**src/rtl/pi_pkg.sv**
```systemverilog
package pi_pkg;

    typedef enum logic [1:0] {
        ST_IDLE = 2'd0,
        ST_DATA = 2'd1,
        ST_META = 2'd2
    } pi_state_e;

    localparam logic [15:0] GUARD16_POLY = 16'h8BB7;
    localparam logic [63:0] GUARD64_POLY = 64'h9A6C9329AC4BC9B5;
    localparam logic [1:0]  PTYPE_FIXED  = 2'd3;

    function automatic logic [15:0] crc16_step(input logic [15:0] c, input logic [7:0] b);
        logic [15:0] r;
        r = c ^ {b, 8'h00};
        for (int k = 0; k < 8; k++) begin
            r = r[15] ? ((r << 1) ^ GUARD16_POLY) : (r << 1);
        end
        return r;
    endfunction

    function automatic logic [63:0] crc64_step(input logic [63:0] c, input logic [7:0] b);
        logic [63:0] r;
        r = c ^ {56'h0, b};
        for (int k = 0; k < 8; k++) begin
            r = r[0] ? ((r >> 1) ^ GUARD64_POLY) : (r >> 1);
        end
        return r;
    endfunction

endpackage

```
**src/rtl/pi_crc_unit.sv**
```systemverilog
module pi_crc_unit #(
    parameter bit WIDE = 1'b0
) (
    input  logic        clk,
    input  logic        rst_n,
    input  logic        clr,
    input  logic        en,
    input  logic [7:0]  din,
    output logic [63:0] guard
);
    import pi_pkg::*;

    generate
        if (WIDE) begin : g_wide
            logic [63:0] st_q;
            always_ff @(posedge clk or negedge rst_n) begin
                if (!rst_n)   st_q <= '1;
                else if (clr) st_q <= '1;
                else if (en)  st_q <= crc64_step(st_q, din);
            end
            assign guard = ~st_q;
        end else begin : g_narrow
            logic [15:0] st_q;
            always_ff @(posedge clk or negedge rst_n) begin
                if (!rst_n)   st_q <= '0;
                else if (clr) st_q <= '0;
                else if (en)  st_q <= crc16_step(st_q, din);
            end
            assign guard = {48'h0, st_q};
        end
    endgenerate

endmodule

```
**src/rtl/pi_tuple_pack.sv**
```systemverilog
module pi_tuple_pack (
    input  logic        wide,
    input  logic [63:0] guard,
    input  logic [15:0] app_tag,
    input  logic [47:0] ref_tag,
    input  logic [3:0]  idx,
    output logic [7:0]  tbyte
);
    localparam int TUPLE_BITS = 128;

    logic [TUPLE_BITS-1:0] image;
    logic [TUPLE_BITS-1:0] shifted;

    always_comb begin
        if (wide) image = {guard, app_tag, ref_tag};
        else      image = {guard[15:0], app_tag, ref_tag[31:0], 64'h0};
        shifted = image << ({3'd0, idx} * 7'd8);
        tbyte   = shifted[TUPLE_BITS-1 -: 8];
    end

endmodule

```
**src/rtl/pi_tuple_gen.sv**
```systemverilog
module pi_tuple_gen #(
    parameter int BLK_W  = 12,
    parameter int META_W = 6,
    parameter int CNT_W  = 8
) (
    input  logic              clk,
    input  logic              rst_n,
    input  logic              start,
    input  logic              cfg_wide,
    input  logic              cfg_first,
    input  logic [1:0]        cfg_ptype,
    input  logic [BLK_W-1:0]  cfg_blk_len,
    input  logic [META_W-1:0] cfg_meta_len,
    input  logic [CNT_W-1:0]  cfg_blk_cnt,
    input  logic [15:0]       cfg_app_tag,
    input  logic [47:0]       cfg_ref_tag,
    input  logic              in_valid,
    input  logic [7:0]        in_byte,
    output logic              out_valid,
    output logic [7:0]        out_byte,
    output logic              done
);
    import pi_pkg::*;

    localparam logic [META_W-1:0] TSZ_NARROW = META_W'(8);
    localparam logic [META_W-1:0] TSZ_WIDE   = META_W'(16);

    pi_state_e         state_q, state_d;
    logic              wide_q, first_q;
    logic [1:0]        ptype_q;
    logic [BLK_W-1:0]  blk_q, dcnt_q;
    logic [META_W-1:0] meta_q, mcnt_q;
    logic [CNT_W-1:0]  nblk_q, bcnt_q;
    logic [15:0]       app_q;
    logic [47:0]       ref_q;

    logic              accept, last_data, last_meta, last_blk, blk_end;
    logic [META_W-1:0] tsize, pre_len, toff;
    logic              in_tuple, crc_en, crc_clr;
    logic [63:0]       g16, g64, guard_sel;
    logic [7:0]        tbyte;

    assign accept    = in_valid && (state_q != ST_IDLE);
    assign last_data = (dcnt_q == blk_q - BLK_W'(1));
    assign last_meta = (mcnt_q == meta_q - META_W'(1));
    assign last_blk  = (bcnt_q == nblk_q - CNT_W'(1));
    assign blk_end   = accept && (state_q == ST_META) && last_meta;
    assign tsize     = wide_q ? TSZ_WIDE : TSZ_NARROW;
    assign pre_len   = meta_q - tsize;
    assign in_tuple  = (state_q == ST_META) && (first_q ? (mcnt_q < tsize) : (mcnt_q >= pre_len));
    assign toff      = first_q ? mcnt_q : (mcnt_q - pre_len);
    assign crc_en    = accept && ((state_q == ST_DATA) ||
                       ((state_q == ST_META) && !first_q && (mcnt_q < pre_len)));
    assign crc_clr   = ((state_q == ST_IDLE) && start) || blk_end;

    pi_crc_unit #(.WIDE(1'b0)) u_crc16 (
        .clk(clk), .rst_n(rst_n), .clr(crc_clr), .en(crc_en), .din(in_byte), .guard(g16)
    );
    pi_crc_unit #(.WIDE(1'b1)) u_crc64 (
        .clk(clk), .rst_n(rst_n), .clr(crc_clr), .en(crc_en), .din(in_byte), .guard(g64)
    );

    assign guard_sel = wide_q ? g64 : g16;

    pi_tuple_pack u_pack (
        .wide(wide_q), .guard(guard_sel), .app_tag(app_q), .ref_tag(ref_q),
        .idx(toff[3:0]), .tbyte(tbyte)
    );

    // next-state decision
    always_comb begin
        state_d = state_q;
        unique case (state_q)
            ST_IDLE: if (start)                state_d = ST_DATA;
            ST_DATA: if (accept && last_data)  state_d = ST_META;
            ST_META: if (blk_end)              state_d = last_blk ? ST_IDLE : ST_DATA;
            default:                           state_d = ST_IDLE;
        endcase
    end

    // state register
    always_ff @(posedge clk or negedge rst_n) begin
        if (!rst_n) state_q <= ST_IDLE;
        else        state_q <= state_d;
    end

    // configuration, tags and counters
    always_ff @(posedge clk or negedge rst_n) begin
        if (!rst_n) begin
            wide_q <= 1'b0; first_q <= 1'b0; ptype_q <= '0;
            blk_q <= '0; meta_q <= '0; nblk_q <= '0;
            app_q <= '0; ref_q <= '0;
            dcnt_q <= '0; mcnt_q <= '0; bcnt_q <= '0;
        end else if (state_q == ST_IDLE) begin
            dcnt_q <= '0;
            mcnt_q <= '0;
            if (start) begin
                wide_q  <= cfg_wide;
                first_q <= cfg_first;
                ptype_q <= cfg_ptype;
                blk_q   <= cfg_blk_len;
                meta_q  <= cfg_meta_len;
                nblk_q  <= cfg_blk_cnt;
                app_q   <= cfg_app_tag;
                ref_q   <= cfg_ref_tag;
                bcnt_q  <= '0;
            end
        end else if (accept) begin
            if (state_q == ST_DATA) begin
                dcnt_q <= last_data ? '0 : dcnt_q + BLK_W'(1);
            end else begin
                mcnt_q <= last_meta ? '0 : mcnt_q + META_W'(1);
                if (last_meta) begin
                    bcnt_q <= bcnt_q + CNT_W'(1);
                    if (ptype_q != PTYPE_FIXED) ref_q <= ref_q + 48'd1;
                end
            end
        end
    end

    // outputs
    always_ff @(posedge clk or negedge rst_n) begin
        if (!rst_n) begin
            out_valid <= 1'b0;
            out_byte  <= '0;
            done      <= 1'b0;
        end else begin
            out_valid <= accept;
            done      <= blk_end && last_blk;
            if (accept) out_byte <= in_tuple ? tbyte : in_byte;
        end
    end

    p_done_idle_r11: assert property (@(posedge clk) disable iff (!rst_n)
        done |-> (state_q == ST_IDLE) && out_valid);

    p_ref_fixed_r10: assert property (@(posedge clk) disable iff (!rst_n)
        (state_q != ST_IDLE && ptype_q == PTYPE_FIXED) |=> $stable(ref_q));

    p_guard_frozen_r8: assert property (@(posedge clk) disable iff (!rst_n)
        (accept && in_tuple && !last_meta) |=> $stable(guard_sel));

    p_cfg_held_r13: assert property (@(posedge clk) disable iff (!rst_n)
        (state_q != ST_IDLE) |=> $stable(blk_q) && $stable(meta_q) && $stable(wide_q) && $stable(app_q));

    p_meta_bound_r9: assert property (@(posedge clk) disable iff (!rst_n)
        (state_q == ST_META) |-> (mcnt_q < meta_q));

    p_idle_silent_r1: assert property (@(posedge clk) disable iff (!rst_n)
        (state_q == ST_IDLE && $past(state_q) == ST_IDLE) |-> !out_valid);

endmodule

```
**config.mk**
```make
export PLATFORM = sky130hd
export DESIGN_NAME = pi_tuple_gen
export DESIGN_NICKNAME = d
export VERILOG_FILES = /design/src/rtl/pi_pkg.sv /design/src/rtl/pi_crc_unit.sv /design/src/rtl/pi_tuple_pack.sv /design/src/rtl/pi_tuple_gen.sv
export SDC_FILE = /design/constraint.sdc
export NUM_CORES = 1
export LEC_CHECK = 0
export BUFFER_PORTS_ARGS = -buffer_cell sky130_fd_sc_hd__buf_2
export CAP_MARGIN = 20
export CORE_MARGIN = 5
export CORE_UTILIZATION = 55
export CTS_CLUSTER_DIAMETER = 100
export DETAILED_ROUTE_END_ITERATION = 10
export PLACE_DENSITY = 0.78
export SYNTH_ARGS = -nofsm -noshare
export SYNTH_HDL_FRONTEND = slang
export SYNTH_SLANG_ARGS = --single-unit
export TNS_END_PERCENT = 50
```
**constraint.sdc**
```tcl
create_clock -name clk -period 5.7 [get_ports clk]
set_input_delay 0 -clock clk [delete_from_list [all_inputs] [get_ports clk]]
set_output_delay 0 -clock clk [all_outputs]
set_load 0.1 [all_outputs]
```
==> qor.txt <==
Outcome - finished clean
Synth top cells by count - nand2_1, dfrtp_1, xnor2_1
Post-Syn Area - 14000 sq um
Starting Density - 0.557
Num rows - 58
Crit path time final - 3.83 ns
Critical path's largest stage delay - 0.76 ns
Max clock buf depth - 3
Yosys reg bits - 212
Most area-consuming cells after synthesis - dfrtp_1, dfstp_2, xnor2_1
Post-synth EDFFs - 0
Most common cell in the synthesized netlist - nand2_1
Worst Skew - 0.0249 ns
Synthesis-to-layout area growth - 19.9%
Avg Cell Area, Syn - 9.23 sq um
Fin. max-slew vios - 0
Synth async-reset ratio - 1.00
Post-synthesis sequential area ratio - 0.385
Crit path top cell by count - nor2_1
Largest net degree at the start of global routing - 137
Tot GR Track Use - 0.282
TritonCTS clock tree - built
Placeable core area - 25100 sq um
Setup repair after global routing missed its margin - false
Req. time, crit path - 6.10 ns
H-Tree Depth - 1
Least-Margin Pin Slew - 1.07 ns
Post-route DRC - 0
Fin Setup TNS - 0 ns
Yosys top cell area share - 0.265
Hold Crit Depth - 5
GPL Wtd Cong - 0.913
Drt via density - 6.28
Rel. slew slack - 0.284
TritonCTS buffer count - 25
Yosys Warn Count - 0
Die W - 169 microns
Synth unique cells - 69
Worst reg2reg path depth - 13
Top achievable clock speed - 261 MHz
Drt wl/cell - 20.2 microns
Num ports - 116
CTS Sinks - 212
CP cell instances - inv_1 -> ha_1 -> fa_1 -> xnor2_1 -> ha_1 -> nor2_1 -> nand2_1 -> o21ai_0 -> o21ai_4 -> buf_4 -> nor2_1 -> xnor2_1 -> nor2_1
Period utilization - 0.672
Fin. Hold Viols - 0
Critical-path top delay cell - dfrtp_1
Drt initial violations - 1614
Startpoint Class - flip-flop
Worst-Skew Late Latency - 0.54 ns
Nets - 1805
Post-DP HPWL - 26.8 mm
GR Overflow Total - 0
CP Max Fanout - 108
Wirelength, routed - 41.1 mm
Fillers - 1917
First-pass GRT wire length - 66.3 mm
Port buffer count - 115
Share of cells above drive strength 1 - 0.181
Die H - 169 microns
Drt pass-1 iters - 6
Via count - 12764
Clk slew on worst S/H paths - 0.06 ns
Crit path DAT - 4.23 ns
Most used DFF post-synth - dfrtp_1
HP Class - input pin to flip-flop
CTS root buf - clkbuf_16
Initial antenna violation count - 2
Post-synth top area cell - dfrtp_1
# Max-Cap Violations - 0
Full die area - 28700 sq um
Setup Viol. Count Final - 0
Final ANT Viol Nets - 0
Vias in the first global route - 12345
Crit Path Class - flip-flop to flip-flop
Nature of the critical path endpoint - flip-flop
Post-Syn Instances - 1515
Syn nets - 1638
==> metrics by stage <==
step / area (sq um) / worst slack, ns / cells / util / hold slack [ns]
2_1_floorplan: 14000 / 2.38 / 1515 / - / -0.296
3_3_place_gp: 14800 / 2.13 / 1878 / 0.590 / 0.0665
3_5_place_dp: 14800 / 1.87 / 1878 / 0.590 / 0.0585
4_1_cts: 16700 / 1.88 / 2028 / 0.666 / 0.00202
5_1_grt: 16800 / 1.61 / 2032 / 0.668 / 0.0431
6_report: 16800 / 1.87 / 2033 / 0.668 / 0.0357
==> worst max-delay path: cells and delay by family, from the launching register on <==
family | cells | cell delay [ns]
compound gates | 2 | 0.37
xor+xnor | 2 | 0.34
fa+ha+maj | 3 | 0.77
buf+inv | 2 | 0.93
flops | 1 | 0.76
simple gates | 4 | 0.39
==> registers in the layout (all words and copies together) (netlist names), 2 cells and up <==
name and count:
u_crc64.g_wide.st_q 64, ref_q 48, app_q 16, u_crc16.g_narrow.st_q 16, blk_q 12, dcnt_q 12, bcnt_q 8, nblk_q 8
out_byte 8, mcnt_q 6, meta_q 6, ptype_q 2, state_q 2
==> logic make-up (layout without fill, tap and decap cells) <==
| group | count (synthesis) | after routing | share of synthesized area |
|---|---|---|---|
| buffers and inverters | 119 | 305 | 0.0324 |
| flip-flops | 212 | 212 | 0.385 |
| XOR/XNOR | 209 | 209 | 0.152 |
| adder cells (fa/ha/maj) | 17 | 17 | 0.0163 |
| AO/OA/AOI/OAI | 399 | 399 | 0.184 |
| AND/OR/NAND/NOR | 513 | 513 | 0.169 |
| multiplexers | 46 | 46 | 0.0616 |
| other | 0 | 2 | 0 |
==> final timing paths <==
path	slack [ns]	startpoint	endpoint
setup / recovery	1.87	wide_q$_DFFE_PN0P_	u_crc16.g_narrow.st_q[12]$_DFFE_PN0P_
hold / removal	0.04	start	app_q[2]$_DFFE_PN0P_
setup reg to reg	1.87	wide_q$_DFFE_PN0P_	u_crc16.g_narrow.st_q[12]$_DFFE_PN0P_
hold reg to reg	0.50	app_q[11]$_DFFE_PN0P_	app_q[11]$_DFFE_PN0P_
min in group asynchronous	0.05	rst_n	nblk_q[5]$_DFFE_PN0P_
max in group asynchronous	4.46	rst_n	ref_q[38]$_DFFE_PN0P_
==> cells in the final DEF (no fill, tap or decap), types with 23 or more instances in the layout <==
cell           netlist  routed
nand3_1             48      48
dlygate4sd3_1        0     104
o22ai_1             23      23
xor2_1              64      64
a21oi_1             83      81
inv_1               23      23
o21ai_0            105     105
nor2_1              75      73
buf_2                5     114
mux4_2              32      32
dfstp_2             64      64
xnor2_1            123     123
nor3_1              24      24
dfrtp_1            148     148
clkbuf_16            0      25
o211ai_1            49      49
nand2_1            247     247
==> layout make-up <==
class / count / area [sq um] / share of cell area
Clock buffer: 35 / 703 / 0.0419
Inverter: 24 / 90.1 / 0.00537
Antenna cell: 2 / 5.00 / 0.000298
Clock inverter: 11 / 164 / 0.00977
Tap cell: 330 / 413 / 0.0246
Sequential cell: 212 / 5390 / 0.321
Multi-Input combinational cell: 1184 / 8240 / 0.491
Timing Repair Buffer: 235 / 1770 / 0.105
==> layer usage <==
metal | vias to the layer above | GRT usage | routed length [microns]
met2 | 710 | 0.444 | 19300
met5 | - | 0 | 27
met1 | 6142 | 0.397 | 16600
met4 | 4 | 0.104 | 1660
met3 | 145 | 0.0454 | 3460
li1 | 5763 | - | -
==> timing repair <==
| item | 4_1_cts | 5_1_grt |
|---|---|---|
| setup buffers | 0 | 0 |
| hold buffers | 104 | 0 |
| hold endpoints to repair | 180 | 0 |
| gates resized for setup | 0 | 0 |
Power is not shown: default switching activity piles up to over one toggle a cycle in this logic, so the estimate is an artifact.
